<file path="src/rtl/dispctl_pkg.sv">
// Package: shared offsets and constants of the display register block.
// Assumes a 12-bit byte address decoded on 32-bit words.
package dispctl_pkg;
    localparam int DATA_W = 32;
    localparam int ADDR_W = 12;
    localparam int WIDX_W = ADDR_W - 2;
    localparam int DIM_W  = 11;

    localparam logic [WIDX_W-1:0] OFS_TIM0  = 10'd0;
    localparam logic [WIDX_W-1:0] OFS_TIM3  = 10'd3;
    localparam logic [WIDX_W-1:0] OFS_UPB   = 10'd4;
    localparam logic [WIDX_W-1:0] OFS_LPB   = 10'd5;
    localparam logic [WIDX_W-1:0] OFS_SLOTA = 10'd6;
    localparam logic [WIDX_W-1:0] OFS_SLOTB = 10'd7;
    localparam logic [WIDX_W-1:0] OFS_RAW   = 10'd8;
    localparam logic [WIDX_W-1:0] OFS_MSKD  = 10'd9;
    localparam logic [WIDX_W-1:0] OFS_CLR   = 10'd10;
    localparam logic [WIDX_W-1:0] OFS_UPCUR = 10'd11;
    localparam logic [WIDX_W-1:0] OFS_LPCUR = 10'd12;
    localparam logic [WIDX_W-1:0] OFS_IDLO  = 10'h3F8;

    localparam int BIT_EN   = 0;
    localparam int BIT_PWR  = 11;
    localparam int BIT_NEXT = 2;
    localparam int BIT_VCMP = 3;
endpackage

</file>
<file path="src/rtl/dispctl_geom.sv">
// Module: decodes panel width and height from timing-word fields.
// Assumes the caller passes only the relevant timing bits; pure logic.
module dispctl_geom
    import dispctl_pkg::*;
(
    input  logic [5:0]       ppl_field,
    input  logic [9:0]       lpp_field,
    output logic [DIM_W-1:0] width_o,
    output logic [DIM_W-1:0] height_o
);
    // Width is (field + 1) * 16; height is field + 1.
    always_comb begin
        width_o  = {(DIM_W-4)'({1'b0, ppl_field} + 7'd1), 4'b0000};
        height_o = DIM_W'({1'b0, lpp_field} + 11'd1);
    end
endmodule

</file>
<file path="src/rtl/dispctl_frame_tick.sv">
// Module: free-running frame timer giving a one-cycle tick every PERIOD
// cycles while enabled. Assumes PERIOD >= 2; restart zeroes the phase.
module dispctl_frame_tick #(
    parameter int PERIOD = 1000
) (
    input  logic clk,
    input  logic rst_n,
    input  logic en_i,
    input  logic restart_i,
    output logic tick_o
);
    localparam int CNT_W = (PERIOD > 2) ? $clog2(PERIOD) : 1;
    localparam logic [CNT_W-1:0] LAST = CNT_W'(PERIOD - 1);

    logic [CNT_W-1:0] cnt_q;

    // Count cycles of the frame; hold at zero when off or restarted.
    always_ff @(posedge clk) begin
        if (!rst_n || !en_i || restart_i) begin
            cnt_q <= '0;
        end else if (cnt_q == LAST) begin
            cnt_q <= '0;
        end else begin
            cnt_q <= cnt_q + 1'b1;
        end
    end

    // Tick on the last cycle of each frame.
    always_comb tick_o = en_i && !restart_i && (cnt_q == LAST);

    // ticks are isolated single-cycle pulses.
    a_r6_tick_single: assert property (@(posedge clk) disable iff (!rst_n)
        tick_o |=> !tick_o);
    // after the timer is off or restarted, the next cycle has no tick.
    a_r7_quiet_after_stop: assert property (@(posedge clk) disable iff (!rst_n)
        (!en_i || restart_i) |=> !tick_o);
endmodule

</file>
<file path="src/rtl/dispctl_irq.sv">
// Module: raw status, mask and level interrupt. Set requests win over
// clears in the same cycle. Assumes single-cycle write strobes.
module dispctl_irq #(
    parameter int W = 32
) (
    input  logic         clk,
    input  logic         rst_n,
    input  logic [W-1:0] set_i,
    input  logic         clr_we,
    input  logic [W-1:0] clr_val,
    input  logic         mask_we,
    input  logic [W-1:0] mask_val,
    output logic [W-1:0] status_o,
    output logic [W-1:0] mask_o,
    output logic         irq_o
);
    logic [W-1:0] status_q, mask_q;

    // Update status from clears and sets.
    always_ff @(posedge clk) begin
        if (!rst_n) begin
            status_q <= '0;
        end else begin
            status_q <= (status_q & ~(clr_we ? clr_val : '0)) | set_i;
        end
    end

    // Hold the interrupt mask.
    always_ff @(posedge clk) begin
        if (!rst_n) begin
            mask_q <= '0;
        end else if (mask_we) begin
            mask_q <= mask_val;
        end
    end

    // Level interrupt from pending enabled bits.
    always_comb begin
        status_o = status_q;
        mask_o   = mask_q;
        irq_o    = |(status_q & mask_q);
    end

    // every requested bit is set on the next cycle.
    a_r6_set_lands: assert property (@(posedge clk) disable iff (!rst_n)
        (set_i != '0) |=> ((status_o & $past(set_i)) == $past(set_i)));
    // a clear without a concurrent set removes the written bits.
    a_r9_clear_lands: assert property (@(posedge clk) disable iff (!rst_n)
        (clr_we && set_i == '0) |=> ((status_o & $past(clr_val)) == '0));
    // the interrupt rises only after a mask write or a set.
    a_r10_irq_cause: assert property (@(posedge clk) disable iff (!rst_n)
        $rose(irq_o) |-> $past(mask_we || set_i != '0));
endmodule

</file>
<file path="src/rtl/dispctl_regs.sv">
// Module: bus register file of the display controller. Decodes word
// offsets, swaps control/mask slots by strap, reads combinationally.
// Assumes word-aligned single-cycle accesses on bus_sel.
module dispctl_regs
    import dispctl_pkg::*;
#(
    parameter int          FRAME_CYCLES = 1000,
    parameter logic [63:0] ID_BYTES     = 64'h7E_3A_C4_19_00_52_21_6D
) (
    input  logic              clk,
    input  logic              rst_n,
    input  logic              bus_sel,
    input  logic              bus_wr,
    input  logic [ADDR_W-1:0] bus_addr,
    input  logic [DATA_W-1:0] bus_wdata,
    output logic [DATA_W-1:0] bus_rdata,
    input  logic              swap_ctl_mask,
    output logic              irq,
    output logic [DIM_W-1:0]  panel_width,
    output logic [DIM_W-1:0]  panel_height,
    output logic [2:0]        depth_code,
    output logic              disp_en
);
    localparam int N_TIM = 4;

    logic [WIDX_W-1:0] widx;
    logic              wr_any;
    logic [DATA_W-1:0] tim_q [N_TIM];
    logic [DATA_W-1:0] upb_q, lpb_q, ctrl_q;
    logic [WIDX_W-1:0] ctrl_ofs, mask_ofs;
    logic              ctrl_we, mask_we, clr_we;
    logic [DATA_W-1:0] status, mask, set_vec;
    logic              tick;
    logic [2:0]        id_k;

    // Decode the word offset and the write strobes.
    always_comb begin
        widx     = bus_addr[ADDR_W-1:2];
        wr_any   = bus_sel && bus_wr;
        ctrl_ofs = swap_ctl_mask ? OFS_SLOTA : OFS_SLOTB;
        mask_ofs = swap_ctl_mask ? OFS_SLOTB : OFS_SLOTA;
        ctrl_we  = wr_any && (widx == ctrl_ofs);
        mask_we  = wr_any && (widx == mask_ofs);
        clr_we   = wr_any && (widx == OFS_CLR);
        id_k     = widx[2:0];
    end

    // One storage word per timing register.
    for (genvar g = 0; g < N_TIM; g++) begin : g_tim
        // Capture timing word g on its own offset.
        always_ff @(posedge clk) begin
            if (!rst_n) begin
                tim_q[g] <= '0;
            end else if (wr_any && widx == WIDX_W'(g)) begin
                tim_q[g] <= bus_wdata;
            end
        end
    end

    // Capture base addresses and control.
    always_ff @(posedge clk) begin
        if (!rst_n) begin
            upb_q  <= '0;
            lpb_q  <= '0;
            ctrl_q <= '0;
        end else begin
            if (wr_any && widx == OFS_UPB) upb_q <= bus_wdata;
            if (wr_any && widx == OFS_LPB) lpb_q <= bus_wdata;
            if (ctrl_we)                   ctrl_q <= bus_wdata;
        end
    end

    // Drive control-derived outputs.
    always_comb begin
        disp_en    = ctrl_q[BIT_EN] && ctrl_q[BIT_PWR];
        depth_code = ctrl_q[3:1];
        set_vec    = '0;
        set_vec[BIT_NEXT] = tick;
        set_vec[BIT_VCMP] = tick;
    end

    dispctl_geom u_geom (
        .ppl_field (tim_q[0][7:2]),
        .lpp_field (tim_q[1][9:0]),
        .width_o   (panel_width),
        .height_o  (panel_height)
    );

    dispctl_frame_tick #(.PERIOD(FRAME_CYCLES)) u_tick (
        .clk       (clk),
        .rst_n     (rst_n),
        .en_i      (disp_en),
        .restart_i (ctrl_we),
        .tick_o    (tick)
    );

    dispctl_irq #(.W(DATA_W)) u_irq (
        .clk      (clk),
        .rst_n    (rst_n),
        .set_i    (set_vec),
        .clr_we   (clr_we),
        .clr_val  (bus_wdata),
        .mask_we  (mask_we),
        .mask_val (bus_wdata),
        .status_o (status),
        .mask_o   (mask),
        .irq_o    (irq)
    );

    // Read multiplexer over the word offset.
    always_comb begin
        bus_rdata = '0;
        if (widx >= OFS_IDLO) begin
            bus_rdata = {24'b0, ID_BYTES[{id_k, 3'b000} +: 8]};
        end else if (widx <= OFS_TIM3) begin
            bus_rdata = tim_q[widx[1:0]];
        end else if (widx == ctrl_ofs) begin
            bus_rdata = ctrl_q;
        end else if (widx == mask_ofs) begin
            bus_rdata = mask;
        end else begin
            case (widx)
                OFS_UPB, OFS_UPCUR: bus_rdata = upb_q;
                OFS_LPB, OFS_LPCUR: bus_rdata = lpb_q;
                OFS_RAW:            bus_rdata = status;
                OFS_MSKD:           bus_rdata = status & mask;
                default:            bus_rdata = '0;
            endcase
        end
    end

    // width is always a nonzero multiple of 16.
    a_r5_width_granule: assert property (@(posedge clk) disable iff (!rst_n)
        (panel_width[3:0] == 4'b0) && (panel_width != '0));
    // the display turns on only through a control write.
    a_r7_enable_cause: assert property (@(posedge clk) disable iff (!rst_n)
        $rose(disp_en) |-> $past(ctrl_we));
    // while enabled, control cannot have its enable bits cleared silently.
    a_r4_enable_hold: assert property (@(posedge clk) disable iff (!rst_n)
        (disp_en && !ctrl_we) |=> disp_en);
endmodule

</file>
<file path="config.mk">
export PLATFORM = sky130hd
export DESIGN_NAME = dispctl_regs
export DESIGN_NICKNAME = d
export VERILOG_FILES = /design/src/rtl/dispctl_pkg.sv /design/src/rtl/dispctl_geom.sv /design/src/rtl/dispctl_frame_tick.sv /design/src/rtl/dispctl_irq.sv /design/src/rtl/dispctl_regs.sv
export SDC_FILE = /design/constraint.sdc
export NUM_CORES = 1
export LEC_CHECK = 0
export CAP_MARGIN = 20
export CORE_MARGIN = 1
export CORE_UTILIZATION = 60
export CTS_CLUSTER_DIAMETER = 80
export DETAILED_ROUTE_END_ITERATION = 10
export GPL_ROUTABILITY_DRIVEN = 0
export GPL_TIMING_DRIVEN = 1
export PLACE_DENSITY_LB_ADDON = 0.2
export SLEW_MARGIN = 20
export SYNTH_ARGS = -nofsm -noshare
export SYNTH_HDL_FRONTEND = slang
export SYNTH_SLANG_ARGS = --single-unit
</file>
<file path="constraint.sdc">
create_clock -name clk -period 13.44 [get_ports clk]
set_input_delay 4.032 -clock clk [delete_from_list [all_inputs] [get_ports clk]]
set_output_delay 4.032 -clock clk [all_outputs]
set_load 0.01 [all_outputs]
</file>
==> impl_metrics.ini <==
[outcome]
outcome = finished clean

[cells_and_area]
drive_gt1_frac = 0.131
fin_nets = 1483
fin_area_um2 = 16300
final_util = 0.711
area_growth_pct = 15.4

[clock_tree]
cts_buffers = 31
post_cts_buffers = 0
cts.path.max_buffers = 3
cts_root_buffer = clkbuf_16
htreeDepth = 1
cts.sinks = 298
worst_skew_pair.late_latency_ns = 0.55
postCtsResizedCells = 0
hold_buffers = 0
cts.clk_slew.worst_paths_ns = 0.06
cts_tree = built

[run]
maxCapViolCount = 0

[sta]
slew_headroom = 0.271
period_needed_ns = 11.75
hold_viol = 0
tightestPinTransition_ns = 1.09
setup_tns_ns = 0
drv_slew = 0
clock_skew_ns = 0.00580
rsz0062_at_grt = no
fmax_ghz = 0.0851
finalCritPeriodShare = 0.874
finalSetupViolations = 0
worst_slack_ns = 1.69

[critical_path]
crit_slowest_cell = clkdlybuf4s50_1
cp_data_arrival_time_ns = 7.72
r2r_start = ctrl_q[0]
r2r_end = u_tick.cnt_q[5]
max_stage_delay_ns = 0.87
startpoint_type = primary input
reg2reg_depth = 4
crit_fanout = 19
crit_chain = clkdlybuf4s50_1, nand3b_1, nor2_2, buf_4, a221oi_1, o211ai_1, o211a_1, clkdlybuf4s50_1
crit_buf_inv = 3
end_kind = output port
r2r_slack_ns = 12.02
critPathRequiredTime_ns = 9.41
worstSetupPathType = primary input to output port
path_common_cell = clkdlybuf4s50_1
cp_top_family = buffers and inverters

[drt]
via_per_inst = 6.38
avgRoutedWirePerCell_um = 22.4
drtIter0Drc = 1283
drcViolationCount = 0
num_vias = 11300
ant_nets = 0
drtPass1Iterations = 5
drt-total-wl_um = 39600

[synthesis]
synth_common_cells = nand2_1, dfxtp_1, and2_1
synth_cell_types = 63
syn_area_per_cell_um2 = 10.2
synthArstFlopShare = 0
synth.yosys.seq_area_share = 0.515
yosysMostFrequentCell = nand2_1
synthTopCellsByArea = edfxtp_1, dfxtp_1, and2_1
ys_ff_latch = 298
yosysWarnings = 0
syn_inst = 1387
synth_top_area_cell = edfxtp_1
netlist.area_leader.share = 0.273
synthFlopType = dfxtp_1
netlist_area_um2 = 14100
synth_enable_flop_cells = 128

[floorplanning]
core_um2 = 22800
die_w_um = 155
rows = 55
initial_core_util = 0.616
die_h_um = 155
design.die.area_um2 = 24100
io_pins = 108

[place]
hpwl_um = 23800
io_buffers = 101
placed_area_um2 = 15200
post-place-ws_ns = 1.91

[hold_path]
hp-start = u_tick.cnt_q[0]
holdPathEnd = u_tick.cnt_q[0]
min_path_cells = 1
holdCritPathClass = flop to flop

[pwr]
ir_drop_mv = 0.124
p_leak_nw = 5.42
power-per-cell-area_nw_per_um2 = 122

[grt]
antenna_found_initial = 1
grt_max_degree = 107
grt_pass1_vias = 10700
grt_pass1_wl_um = 61600
grt.overflow.total = 0
grt.total_usage = 0.334
-- worst max-delay path by stage --
stage | from | endpoint | slack [ns] | cells after the start
2_1_floorplan | bus_addr[4] | bus_rdata[4] | 4.02 | 7
3_3_place_gp | bus_addr[5] | bus_rdata[0] | 1.87 | 7
3_5_place_dp | bus_addr[5] | bus_rdata[22] | 1.91 | 8
4_1_cts | bus_addr[5] | bus_rdata[25] | 1.85 | 8
5_1_grt | bus_addr[5] | bus_rdata[19] | 1.63 | 8
6_report | bus_addr[5] | bus_rdata[25] | 1.69 | 8
-- cells by family after synthesis --
logic type / share of synthesized area
compound gates: 0.185
xor+xnor: 0.0148
mux: 0.0481
simple gates: 0.193
fa+ha+maj: 0.00267
buf+inv: 0.0424
flops: 0.515
other cells: 0.000266
-- final cells by class --
class | count | area [um2]
fillers | 1690 | 6590
clock inverters | 4 | 20.0
multi-input cells | 971 | 6340
diodes | 1 | 2.50
repair buffers | 122 | 1180
flip-flops and latches | 298 | 7250
well taps | 313 | 392
clock buffers | 53 | 1040
inverters | 7 | 26.3
-- placed cells by master, fill, tap and decap left out, drive strengths merged, types with 8 or more instances in the layout --
cell type	netlist	routed
dfxtp	170	170
nand2	227	227
clkbuf	54	53
o21ai	106	106
nand3	85	85
nor2	40	40
a21oi	68	68
nand4	9	9
o211ai	19	19
edfxtp	128	128
mux4	27	27
a21boi	67	67
a221oi	29	29
a22oi	42	42
xnor2	15	15
xor2	8	8
buf	60	24
and3	11	11
and2	137	137
clkdlybuf4s50	0	98
-- per-stage QoR --
stage          hold slack [ns]  std cells  power, W
6_report                 0.445       1769   0.00198
5_1_grt                  0.455       1768   0.00202
4_1_cts                  0.444       1767   0.00198
3_5_place_dp             0.436       1710   0.00112
3_3_place_gp             0.427       1710   0.00112
2_1_floorplan            0.413       1390   0.00106
-- routing by layer --
layer / up-vias / track usage / part of all wire
met1: 5418 / 0.458 / 0.41
met5: - / 0 / 0
li1: 5140 / - / -
met3: 106 / 0.0593 / 0.098
met2: 631 / 0.539 / 0.46
met4: 0 / 0.114 / 0.033
-- worst register-to-register path, cell delays in order, from the launching register on --
cell	delay [ns]
dfxtp_1	0.41
and2_1	0.20
nand2_1	0.10
or3_1	0.51
nor2_1	0.14
-- sequential cells by signal (all words and copies together), names as in the netlist --
register        count
ctrl_q             32
u_irq.status_o     32
upb_q              32
u_irq.mask_o       32
lpb_q              32
u_tick.cnt_q       10
tim_q             128
-- report_power, final --
group / switching, W / internal, W / leakage (nW)
combinational: 0.0000865 / 0.0000499 / 2.31
clock: 0.000350 / 0.000521 / 0.530
sequential: 0.00000808 / 0.000962 / 2.58
Note: power is estimated with default switching activity, not from simulation.
